$ cat src/rtl/frame_seq_pkg.sv
package frame_seq_pkg;

  typedef enum logic [1:0] {
    CMD_CALL_ABS = 2'd0,
    CMD_CALL_REG = 2'd1,
    CMD_RETURN   = 2'd2,
    CMD_RSVD     = 2'd3
  } cmd_kind_e;

  typedef enum logic [2:0] {
    ST_IDLE    = 3'd0,
    ST_PUSH_RA = 3'd1,
    ST_PUSH_FP = 3'd2,
    ST_POP_FP  = 3'd3,
    ST_POP_PC  = 3'd4,
    ST_DONE    = 3'd5
  } seq_state_e;

endpackage

$ cat src/rtl/frame_seq_ctrl.sv
module frame_seq_ctrl
  import frame_seq_pkg::*;
(
  input  logic       clk,
  input  logic       rst_n,
  input  logic       cmd_valid,
  input  cmd_kind_e  cmd_kind,
  input  logic       mem_hs,
  output seq_state_e state_q,
  output logic       accept
);

  seq_state_e state_d;

  // A command is taken only from idle; the reserved code is dropped.
  assign accept = cmd_valid && (state_q == ST_IDLE) && (cmd_kind != CMD_RSVD);

  always_comb begin
    state_d = state_q;
    unique case (state_q)
      ST_IDLE: begin
        if (accept) begin
          state_d = (cmd_kind == CMD_RETURN) ? ST_POP_FP : ST_PUSH_RA;
        end
      end
      ST_PUSH_RA: if (mem_hs) state_d = ST_PUSH_FP;
      ST_PUSH_FP: if (mem_hs) state_d = ST_DONE;
      ST_POP_FP:  if (mem_hs) state_d = ST_POP_PC;
      ST_POP_PC:  if (mem_hs) state_d = ST_DONE;
      ST_DONE:    state_d = ST_IDLE;
      default:    state_d = ST_IDLE;
    endcase
  end

  always_ff @(posedge clk) begin
    if (!rst_n) begin
      state_q <= ST_IDLE;
    end else begin
      state_q <= state_d;
    end
  end

endmodule

$ cat src/rtl/frame_seq_req.sv
module frame_seq_req
  import frame_seq_pkg::*;
#(
  parameter int DATA_W       = 32,
  parameter int ABS_CALL_LEN = 6,
  parameter int REG_CALL_LEN = 2
) (
  input  logic              clk,
  input  logic              rst_n,
  input  logic              accept,
  input  cmd_kind_e         cmd_kind,
  input  logic [DATA_W-1:0] pc_in,
  input  logic [DATA_W-1:0] target_in,
  input  logic [DATA_W-1:0] fp_in,
  input  logic [DATA_W-1:0] sp_in,
  input  seq_state_e        state_q,
  output logic              req_valid,
  output logic              req_we,
  output logic [DATA_W-1:0] req_addr,
  output logic [DATA_W-1:0] req_wdata,
  output logic [DATA_W-1:0] new_frame_q,
  output logic [DATA_W-1:0] target_q,
  output logic [DATA_W-1:0] unwind_sp_q
);

  localparam int WORD_B    = DATA_W / 8;
  localparam int RESERVE_B = 2 * WORD_B;  // return address + static chain
  localparam int FRAME_B   = 3 * WORD_B;  // plus saved frame pointer

  logic [DATA_W-1:0] first_addr_q;
  logic [DATA_W-1:0] first_data_q;
  logic [DATA_W-1:0] second_data_q;
  logic [DATA_W-1:0] second_addr_q;
  logic [DATA_W-1:0] link_addr;

  assign link_addr = (cmd_kind == CMD_CALL_ABS) ? pc_in + DATA_W'(ABS_CALL_LEN)
                                                : pc_in + DATA_W'(REG_CALL_LEN);

  always_ff @(posedge clk) begin
    if (!rst_n) begin
      first_addr_q  <= '0;
      second_addr_q <= '0;
      first_data_q  <= '0;
      second_data_q <= '0;
      target_q      <= '0;
      unwind_sp_q   <= '0;
    end else if (accept) begin
      if (cmd_kind == CMD_RETURN) begin
        first_addr_q  <= fp_in;
        second_addr_q <= fp_in + DATA_W'(WORD_B);
        first_data_q  <= '0;
        second_data_q <= '0;
        target_q      <= '0;
        unwind_sp_q   <= fp_in + DATA_W'(FRAME_B);
      end else begin
        first_addr_q  <= sp_in - DATA_W'(RESERVE_B);
        second_addr_q <= sp_in - DATA_W'(FRAME_B);
        first_data_q  <= link_addr;
        second_data_q <= fp_in;
        target_q      <= target_in;
        unwind_sp_q   <= '0;
      end
    end
  end

  assign new_frame_q = second_addr_q;

  always_comb begin
    req_valid = 1'b0;
    req_we    = 1'b0;
    req_addr  = '0;
    req_wdata = '0;
    unique case (state_q)
      ST_PUSH_RA: begin
        req_valid = 1'b1;
        req_we    = 1'b1;
        req_addr  = first_addr_q;
        req_wdata = first_data_q;
      end
      ST_PUSH_FP: begin
        req_valid = 1'b1;
        req_we    = 1'b1;
        req_addr  = second_addr_q;
        req_wdata = second_data_q;
      end
      ST_POP_FP: begin
        req_valid = 1'b1;
        req_addr  = first_addr_q;
      end
      ST_POP_PC: begin
        req_valid = 1'b1;
        req_addr  = second_addr_q;
      end
      default: ;
    endcase
  end

endmodule

$ cat src/rtl/frame_seq_result.sv
module frame_seq_result
  import frame_seq_pkg::*;
#(
  parameter int DATA_W = 32
) (
  input  logic              clk,
  input  logic              rst_n,
  input  seq_state_e        state_q,
  input  logic              mem_hs,
  input  logic [DATA_W-1:0] mem_rdata,
  input  logic [DATA_W-1:0] new_frame_q,
  input  logic [DATA_W-1:0] target_q,
  input  logic [DATA_W-1:0] unwind_sp_q,
  output logic              done,
  output logic [DATA_W-1:0] fp_out,
  output logic [DATA_W-1:0] sp_out,
  output logic [DATA_W-1:0] pc_out
);

  logic [DATA_W-1:0] loaded_fp_q;

  always_ff @(posedge clk) begin
    if (!rst_n) begin
      loaded_fp_q <= '0;
      fp_out      <= '0;
      sp_out      <= '0;
      pc_out      <= '0;
    end else if (mem_hs) begin
      unique case (state_q)
        ST_POP_FP: loaded_fp_q <= mem_rdata;
        ST_POP_PC: begin
          fp_out <= loaded_fp_q;
          sp_out <= unwind_sp_q;
          pc_out <= mem_rdata;
        end
        ST_PUSH_FP: begin
          fp_out <= new_frame_q;
          sp_out <= new_frame_q;
          pc_out <= target_q;
        end
        default: ;
      endcase
    end
  end

  assign done = (state_q == ST_DONE);

endmodule

$ cat src/rtl/frame_seq_top.sv
module frame_seq_top
  import frame_seq_pkg::*;
#(
  parameter int DATA_W       = 32,
  parameter int ABS_CALL_LEN = 6,
  parameter int REG_CALL_LEN = 2
) (
  input  logic              clk,
  input  logic              rst_n,
  input  logic              cmd_valid,
  input  logic [1:0]        cmd_kind,
  input  logic [DATA_W-1:0] pc_in,
  input  logic [DATA_W-1:0] target_in,
  input  logic [DATA_W-1:0] fp_in,
  input  logic [DATA_W-1:0] sp_in,
  output logic              busy,
  output logic              mem_req_valid,
  input  logic              mem_req_ready,
  output logic              mem_req_we,
  output logic [DATA_W-1:0] mem_req_addr,
  output logic [DATA_W-1:0] mem_req_wdata,
  input  logic [DATA_W-1:0] mem_rdata,
  output logic              done,
  output logic [DATA_W-1:0] fp_out,
  output logic [DATA_W-1:0] sp_out,
  output logic [DATA_W-1:0] pc_out
);

  seq_state_e        state_q;
  cmd_kind_e         kind;
  logic              accept;
  logic              mem_hs;
  logic [DATA_W-1:0] new_frame_q;
  logic [DATA_W-1:0] target_q;
  logic [DATA_W-1:0] unwind_sp_q;

  assign kind   = cmd_kind_e'(cmd_kind);
  assign mem_hs = mem_req_valid && mem_req_ready;
  assign busy   = (state_q != ST_IDLE);

  frame_seq_ctrl u_ctrl (
    .clk       (clk),
    .rst_n     (rst_n),
    .cmd_valid (cmd_valid),
    .cmd_kind  (kind),
    .mem_hs    (mem_hs),
    .state_q   (state_q),
    .accept    (accept)
  );

  frame_seq_req #(
    .DATA_W       (DATA_W),
    .ABS_CALL_LEN (ABS_CALL_LEN),
    .REG_CALL_LEN (REG_CALL_LEN)
  ) u_req (
    .clk         (clk),
    .rst_n       (rst_n),
    .accept      (accept),
    .cmd_kind    (kind),
    .pc_in       (pc_in),
    .target_in   (target_in),
    .fp_in       (fp_in),
    .sp_in       (sp_in),
    .state_q     (state_q),
    .req_valid   (mem_req_valid),
    .req_we      (mem_req_we),
    .req_addr    (mem_req_addr),
    .req_wdata   (mem_req_wdata),
    .new_frame_q (new_frame_q),
    .target_q    (target_q),
    .unwind_sp_q (unwind_sp_q)
  );

  frame_seq_result #(
    .DATA_W (DATA_W)
  ) u_res (
    .clk         (clk),
    .rst_n       (rst_n),
    .state_q     (state_q),
    .mem_hs      (mem_hs),
    .mem_rdata   (mem_rdata),
    .new_frame_q (new_frame_q),
    .target_q    (target_q),
    .unwind_sp_q (unwind_sp_q),
    .done        (done),
    .fp_out      (fp_out),
    .sp_out      (sp_out),
    .pc_out      (pc_out)
  );

endmodule

$ cat config.mk
export PLATFORM = sky130hd
export DESIGN_NAME = frame_seq_top
export DESIGN_NICKNAME = d
export VERILOG_FILES = /design/src/rtl/frame_seq_pkg.sv /design/src/rtl/frame_seq_ctrl.sv /design/src/rtl/frame_seq_req.sv /design/src/rtl/frame_seq_result.sv /design/src/rtl/frame_seq_top.sv
export SDC_FILE = /design/constraint.sdc
export NUM_CORES = 1
export LEC_CHECK = 0
export CAP_MARGIN = 10
export CORE_MARGIN = 2
export CORE_UTILIZATION = 56
export CTS_CLUSTER_SIZE = 10
export DETAILED_ROUTE_END_ITERATION = 12
export GPL_TIMING_DRIVEN = 0
export PLACE_DENSITY = 0.86
export SLEW_MARGIN = 25
export SYNTH_ARGS = -nofsm -noshare
export SYNTH_HDL_FRONTEND = slang
export SYNTH_SLANG_ARGS = --single-unit
export TNS_END_PERCENT = 20
$ cat constraint.sdc
create_clock -name clk -period 4.9 [get_ports clk]
set_clock_uncertainty 0.1 [all_clocks]
set_input_delay 0.98 -clock clk [delete_from_list [all_inputs] [get_ports clk]]
set_output_delay 0.98 -clock clk [all_outputs]
set_load 0.1 [all_outputs]
---- After elaboration in Yosys (flattened, before gate mapping) ----
Index checks and enable logic that the tools add are counted.
W data, S select, Z words.
storage, ports and cells
  word-level logic and storage cells ...... 62
  output and inout port bits .............. 164
  register bits ........................... 323
  input bits .............................. 166
operators by class
  mux-type cells .......................... 20
  add/sub/neg operators ................... 6
  reductions and logical operators ........ 14
  equality and inequality tests ........... 11
operators by type and width
  kind                     number
  $pmux W32 S2             5
  $mux W32                 7
  $add A32 B3 Y32 const B  2
  $sub A32 B4 Y32 const B  2
  $add A32 B2 Y32 const B  1
  $add A32 B4 Y32 const B  1
  $mux W3                  4
  $pmux W3 S4              1
  $ne A2 B2 Y1 const B     4
  $eq A3 B2 Y1 const B     2
  $eq A3 B3 Y1 const B     2
  $reduce_or A2 Y1         3
  $reduce_and A2 Y1        2
  $reduce_and A4 Y1        1
  $reduce_or A4 Y1         1
  $eq A3 B1 Y1 const B     1
  $logic_and A1 B1 Y1      3
  $logic_not A3 Y1         1
  $reduce_bool A3 Y1       1
  $eq A2 B2 Y1 const B     1
  $logic_not A2 Y1         1
  $mux W1                  2
  $mux W2                  1
  $ne A2 B1 Y1 const B     1
  $reduce_bool A2 Y1       1

---- Logic depth before layout (Yosys ltp) ----
Gate-level depths: netlist of the first run.
  depth in word-level cells ............... 6
  gate-level depth with buffers ........... 8
  mapped depth without buffers ............ 7

---- Cells and area by module ----
From an unflattened synthesis of the first run, not the netlist that was laid out.
unflattened totals
  cell total of the unflattened synthesis .. 2000
  area total of the unflattened synthesis .. 15811.4 um^2
modules (own cells, without submodules)
  module            times used  sequential area each (um^2)  cells each  area each (um^2)
  frame_seq_req     1           3803.6                       1321        10317.4
  frame_seq_result  1           2562.5                       656         5282.6
  frame_seq_ctrl    1           60.1                         21          198.9
  frame_seq_top     1           0.0                          2           12.5

---- Worst setup path after synthesis of the first run ----
Ideal clock, no wire load.
  kind .................................... register to output
  start point ............................. reg u_ctrl.state_q[2]
  end point ............................... out mem_req_addr[0]
  cell stages (with the launch flop) ...... 5
  path buffers ............................ 1
  arrival ................................. 3.745 ns
  path slack .............................. 0.075 ns
  path through ............................ dfxtp_1 > buf_2 > xnor2_1 > o21ai_0 > and2_1
on the way
  cells in the longest elaborated chain, start to end .. 3
ends and longest elaborated chain
  element                               RTL line              text
  start: declaration                    frame_seq_ctrl.sv:9   output seq_state_e state_q,
  start signal: assignment              frame_seq_ctrl.sv:39  state_q <= state_d;
  $eq A3 B2 Y1 (tied with other cells)  frame_seq_req.sv:73   unique case (state_q)
  $reduce_or A2 Y1 (no line)            -
  $pmux W32 S2 *                        frame_seq_req.sv:73
  end: declaration                      frame_seq_top.sv:20   output logic [DATA_W-1:0] mem_req_addr,
Every way passes the cells marked *; elsewhere a longest branch is shown, timed or not.

---- Worst setup path after layout of the first run ----
  start point ............................. reg u_ctrl.state_q[0]
  end point ............................... out mem_req_wdata[14]
on the way
  cells in the longest elaborated chain, start to end .. 2
ends and longest elaborated chain
  element                                              RTL line             text
  $eq A3 B2 Y1 / $eq A3 B1 Y1 (equally long branches)  frame_seq_req.sv:73
  $pmux W32 S2 *                                       frame_seq_req.sv:73
  end: declaration                                     frame_seq_top.sv:21  output logic [DATA_W-1:0] mem_req_wdata,
Marked as above.

==> results of run 1 <==
==> sequential cells by signal (all words and copies together) (netlist names) <==
signal               flops
u_ctrl.state_q           3
u_req.first_addr_q      30
u_req.first_data_q      32
u_req.new_frame_q       32
u_req.second_data_q     32
u_req.target_q          32
u_req.unwind_sp_q       32
u_res.fp_out            32
u_res.loaded_fp_q       32
u_res.pc_out            32
u_res.sp_out            32
==> cells by family after synthesis <==
logic type / synth area share
AO/OA/AOI/OAI: 0.217
XOR/XNOR: 0.0651
adder cells (fa/ha/maj): 0.00604
buffers and inverters: 0.0522
flip-flops: 0.408
multiplexers: 0.00636
AND/OR/NAND/NOR: 0.246
==> how the worst min path moves through the flow <==
stage | start | endpoint | depth (start not counted)
after floorplan | u_req.first_addr_q[23]$_SDFFE_PN0P_ | u_req.first_addr_q[23]$_SDFFE_PN0P_ | 2
after global placement | u_req.first_data_q[26]$_SDFFE_PN0P_ | u_req.first_data_q[26]$_SDFFE_PN0P_ | 2
after detailed placement | u_req.first_data_q[28]$_SDFFE_PN0P_ | u_req.first_data_q[28]$_SDFFE_PN0P_ | 2
after CTS | u_req.first_data_q[12]$_SDFFE_PN0P_ | u_req.first_data_q[12]$_SDFFE_PN0P_ | 2
after global routing | u_req.first_data_q[12]$_SDFFE_PN0P_ | u_req.first_data_q[12]$_SDFFE_PN0P_ | 2
final | u_req.first_data_q[28]$_SDFFE_PN0P_ | u_req.first_data_q[28]$_SDFFE_PN0P_ | 2
==> worst max-delay path: stages, from the launching register on <==
cell and delay (ns):
dfxtp_1 0.30, clkbuf_1 0.21, nor2_1 0.17, and2_1 0.26, clkbuf_1 0.64, clkbuf_1 0.47
a22o_1 0.26, dlygate4sd2_1 0.87
==> layer usage <==
metal	vias to the layer above	part of all wire	GRT usage	routed length (um)
li1	7789	-	-	-
met2	1340	0.45	0.696	28900
met5	-	0.00020	0	13
met1	8107	0.37	0.513	23500
met3	278	0.12	0.101	8010
met4	2	0.059	0.219	3770
==> Yosys cell counts (all sizes together), types with 42 or more instances <==
cell,number,area share
buf,42,0.013
dfxtp,321,0.41
a22o,63,0.035
xnor2,73,0.041
nor2,197,0.047
nand2,299,0.071
clkbuf,153,0.037
xor2,44,0.024
nor3,46,0.016
a211oi,71,0.034
nand3,115,0.037
o21ai,69,0.022
a21oi,199,0.063
==> power groups by stage <==
stage          clock network, mW  registers (mW)  logic, mW
2_1_floorplan                  0            3.57       1.06
3_5_place_dp                   0            3.03       2.38
4_1_cts                     2.48            2.97       2.38
6_report                    2.50            2.98       2.43
3_3_place_gp                   0            3.02       2.35
5_1_grt                     2.58            3.00       2.52
==> metrics by stage <==
step,total power [mW],instances,instance area (um2),util,setup WS (ns)
6_report,7.92,2730,20100,0.727,0.0961
5_1_grt,8.10,2729,20100,0.727,0.000974
4_1_cts,7.84,2729,20200,0.729,0.0685
3_5_place_dp,5.40,2685,19200,0.693,0.403
2_1_floorplan,4.63,2010,15800,-,0.0747
3_3_place_gp,5.36,2685,19200,0.693,0.424
==> layout make-up <==
cell class | count | area share
timing repair buffer | 297 | 0.143
clock inverter | 3 | 0.00186
inverter | 13 | 0.00242
sequential | 321 | 0.319
buffer | 195 | 0.0384
antenna | 1 | 0.000124
tap | 378 | 0.0235
multi-input combinational | 1481 | 0.422
clock buffer | 41 | 0.0493
==> results by group, run 1 <==
Status
  • Outcome: finished clean

Logic synthesis
  • Post-Syn Area: around 16000 um2
  • Sequential share of the synthesized area: 0.408
  • Net Count, Synth: about 2200
  • Cell variety after synth: 64
  • Primary FF master, synth: dfxtp_1
  • Post-synth ARST share: 0
  • Yosys reg bits: about 320
  • Syn avg cell area: between 7 and 8 um2
  • EDFF count, synth: 0
  • Synth Instances: between 2000 and 2500
  • Synth warn: 0

Clock network
  • CTS H-tree lvls: 2
  • Postcts setup bufs: 0
  • Num CTS Buffers: 38
  • Root buf cell: clkbuf_16
  • CTS sink cnt: ~320
  • Clock Pin Slew Worst Setup and Hold Paths: 0.06 ns
  • CTS hold repair buffers: 0
  • Worst skew pair latency: 0.54 ns
  • TritonCTS clock tree: yes
  • Cts repair resizes: 32
  • Max Root-Sink Buffers: 3

Layout
  • Commonest non-fill, non-tap cell in the layout: dfxtp_1
  • Most frequent cells in the layout: dfxtp_1, nand2_1, clkdlybuf4s50_1
  • Footprint of the multi-input gates: around 8500 um2
  • Area grow syn2layout: 27.9%
  • Share of cells above drive strength 1: 0.0425
  • Register Area: 6430 um2
  • Nets: about 2500
  • Filler instances: between 2000 and 2500

Detailed routing
  • Drt drc: 0
  • Total Wirelength: about 64 mm
  • Pre-Repair DR Iteration Count: 6
  • WL/cell: roughly 24 um
  • DR iter-0 viols: ~2400
  • Antenna-violating nets left: 0
  • Drt via density: between 6 and 7
  • Total number of vias: approximately 18000

Setup path
  • Crit. Startpoint: u_ctrl.state_q[0]$_SDFFE_PN0P_
  • Worst Path Required: between 3 and 4 ns
  • Reg-to-reg endpoint: u_req.first_addr_q[26]$_SDFFE_PN0P_
  • Reg2reg start: u_ctrl.state_q[0]$_SDFFE_PN0P_
  • Arrival @ worst endpoint: around 3.7 ns
  • Worst R2R Path Depth: 8
  • Critical Path Sink: mem_req_wdata[14]
  • Worst Path Max Fanout: 10
  • Reg2reg setup slack: about 1.7 ns
  • Startpoint types: flip-flop
  • CP Capture Type: output port
  • Crit path kind: reg -> out

STA
  • Final Hold Viols: 0
  • RSZ-0062 raised after global routing: no
  • Setup TNS: 0 ns
  • Final setup vio count: 0
  • Max Fclk: 0.208 GHz
  • Post-layout min period: between 4 and 5 ns
  • Worst hold slack: about 0.34 ns
  • Fin crit share: 0.980
  • Max-slew headroom: 0.250
  • Least-Margin Pin Slew: ~1.1 ns
  • Final max-slew violation count: 0

GRT
  • Initial antenna violation count: 4
  • GRT Residual Overflow: 0
  • Vias in the first global route: between 15000 and 20000
  • First-pass GRT wire length: 94.5 mm
  • GRT Total Usage: 0.422
  • Largest net degree at the start of global routing: 11

Placed design
  • DP HPWL: between 40 and 50 mm
  • GP Congestion: about 1
  • Port Buf Inserts: 297

Die
  • Initial cell density of the core: 0.568
  • Die width: approximately 170 um
  • IO Pins: 330
  • Core Rows: about 60
  • Die ar.: 29500 um2
  • Die H: around 170 um
  • Core footprint: approximately 28000 um2

Min path
  • Hold WC Path Type: reg -> reg

Power and ir drop
  • Clock power share: 0.316
  • Pwr dens: a little under 400 nW/um2
  • Internal power: roughly 4.9 mW
  • Worst VDD drop: 0.000258 V
  • P_sw: around 3.0 mW
  • LEAKAGE: roughly 7 nW
  • Sw frac: 0.385
  • Flop pwr share: 0.377
  • Comb power frac: 0.307

Flow run
  • Max cap viols: 0
No activity file was read; power rests on OpenSTA's default activity.
==> inputs of run 2 (changes only) <==
--- a/config.mk
+++ b/config.mk
@@ -5,7 +5,7 @@
 export SDC_FILE = /design/constraint.sdc
 export NUM_CORES = 1
 export LEC_CHECK = 0
-export CAP_MARGIN = 10
+export CAP_MARGIN = 20
 export CORE_MARGIN = 2
 export CORE_UTILIZATION = 56
 export CTS_CLUSTER_SIZE = 10
==> results of run 2 <==
The final DEF is identical to that of run 1; final timing and power are the same.
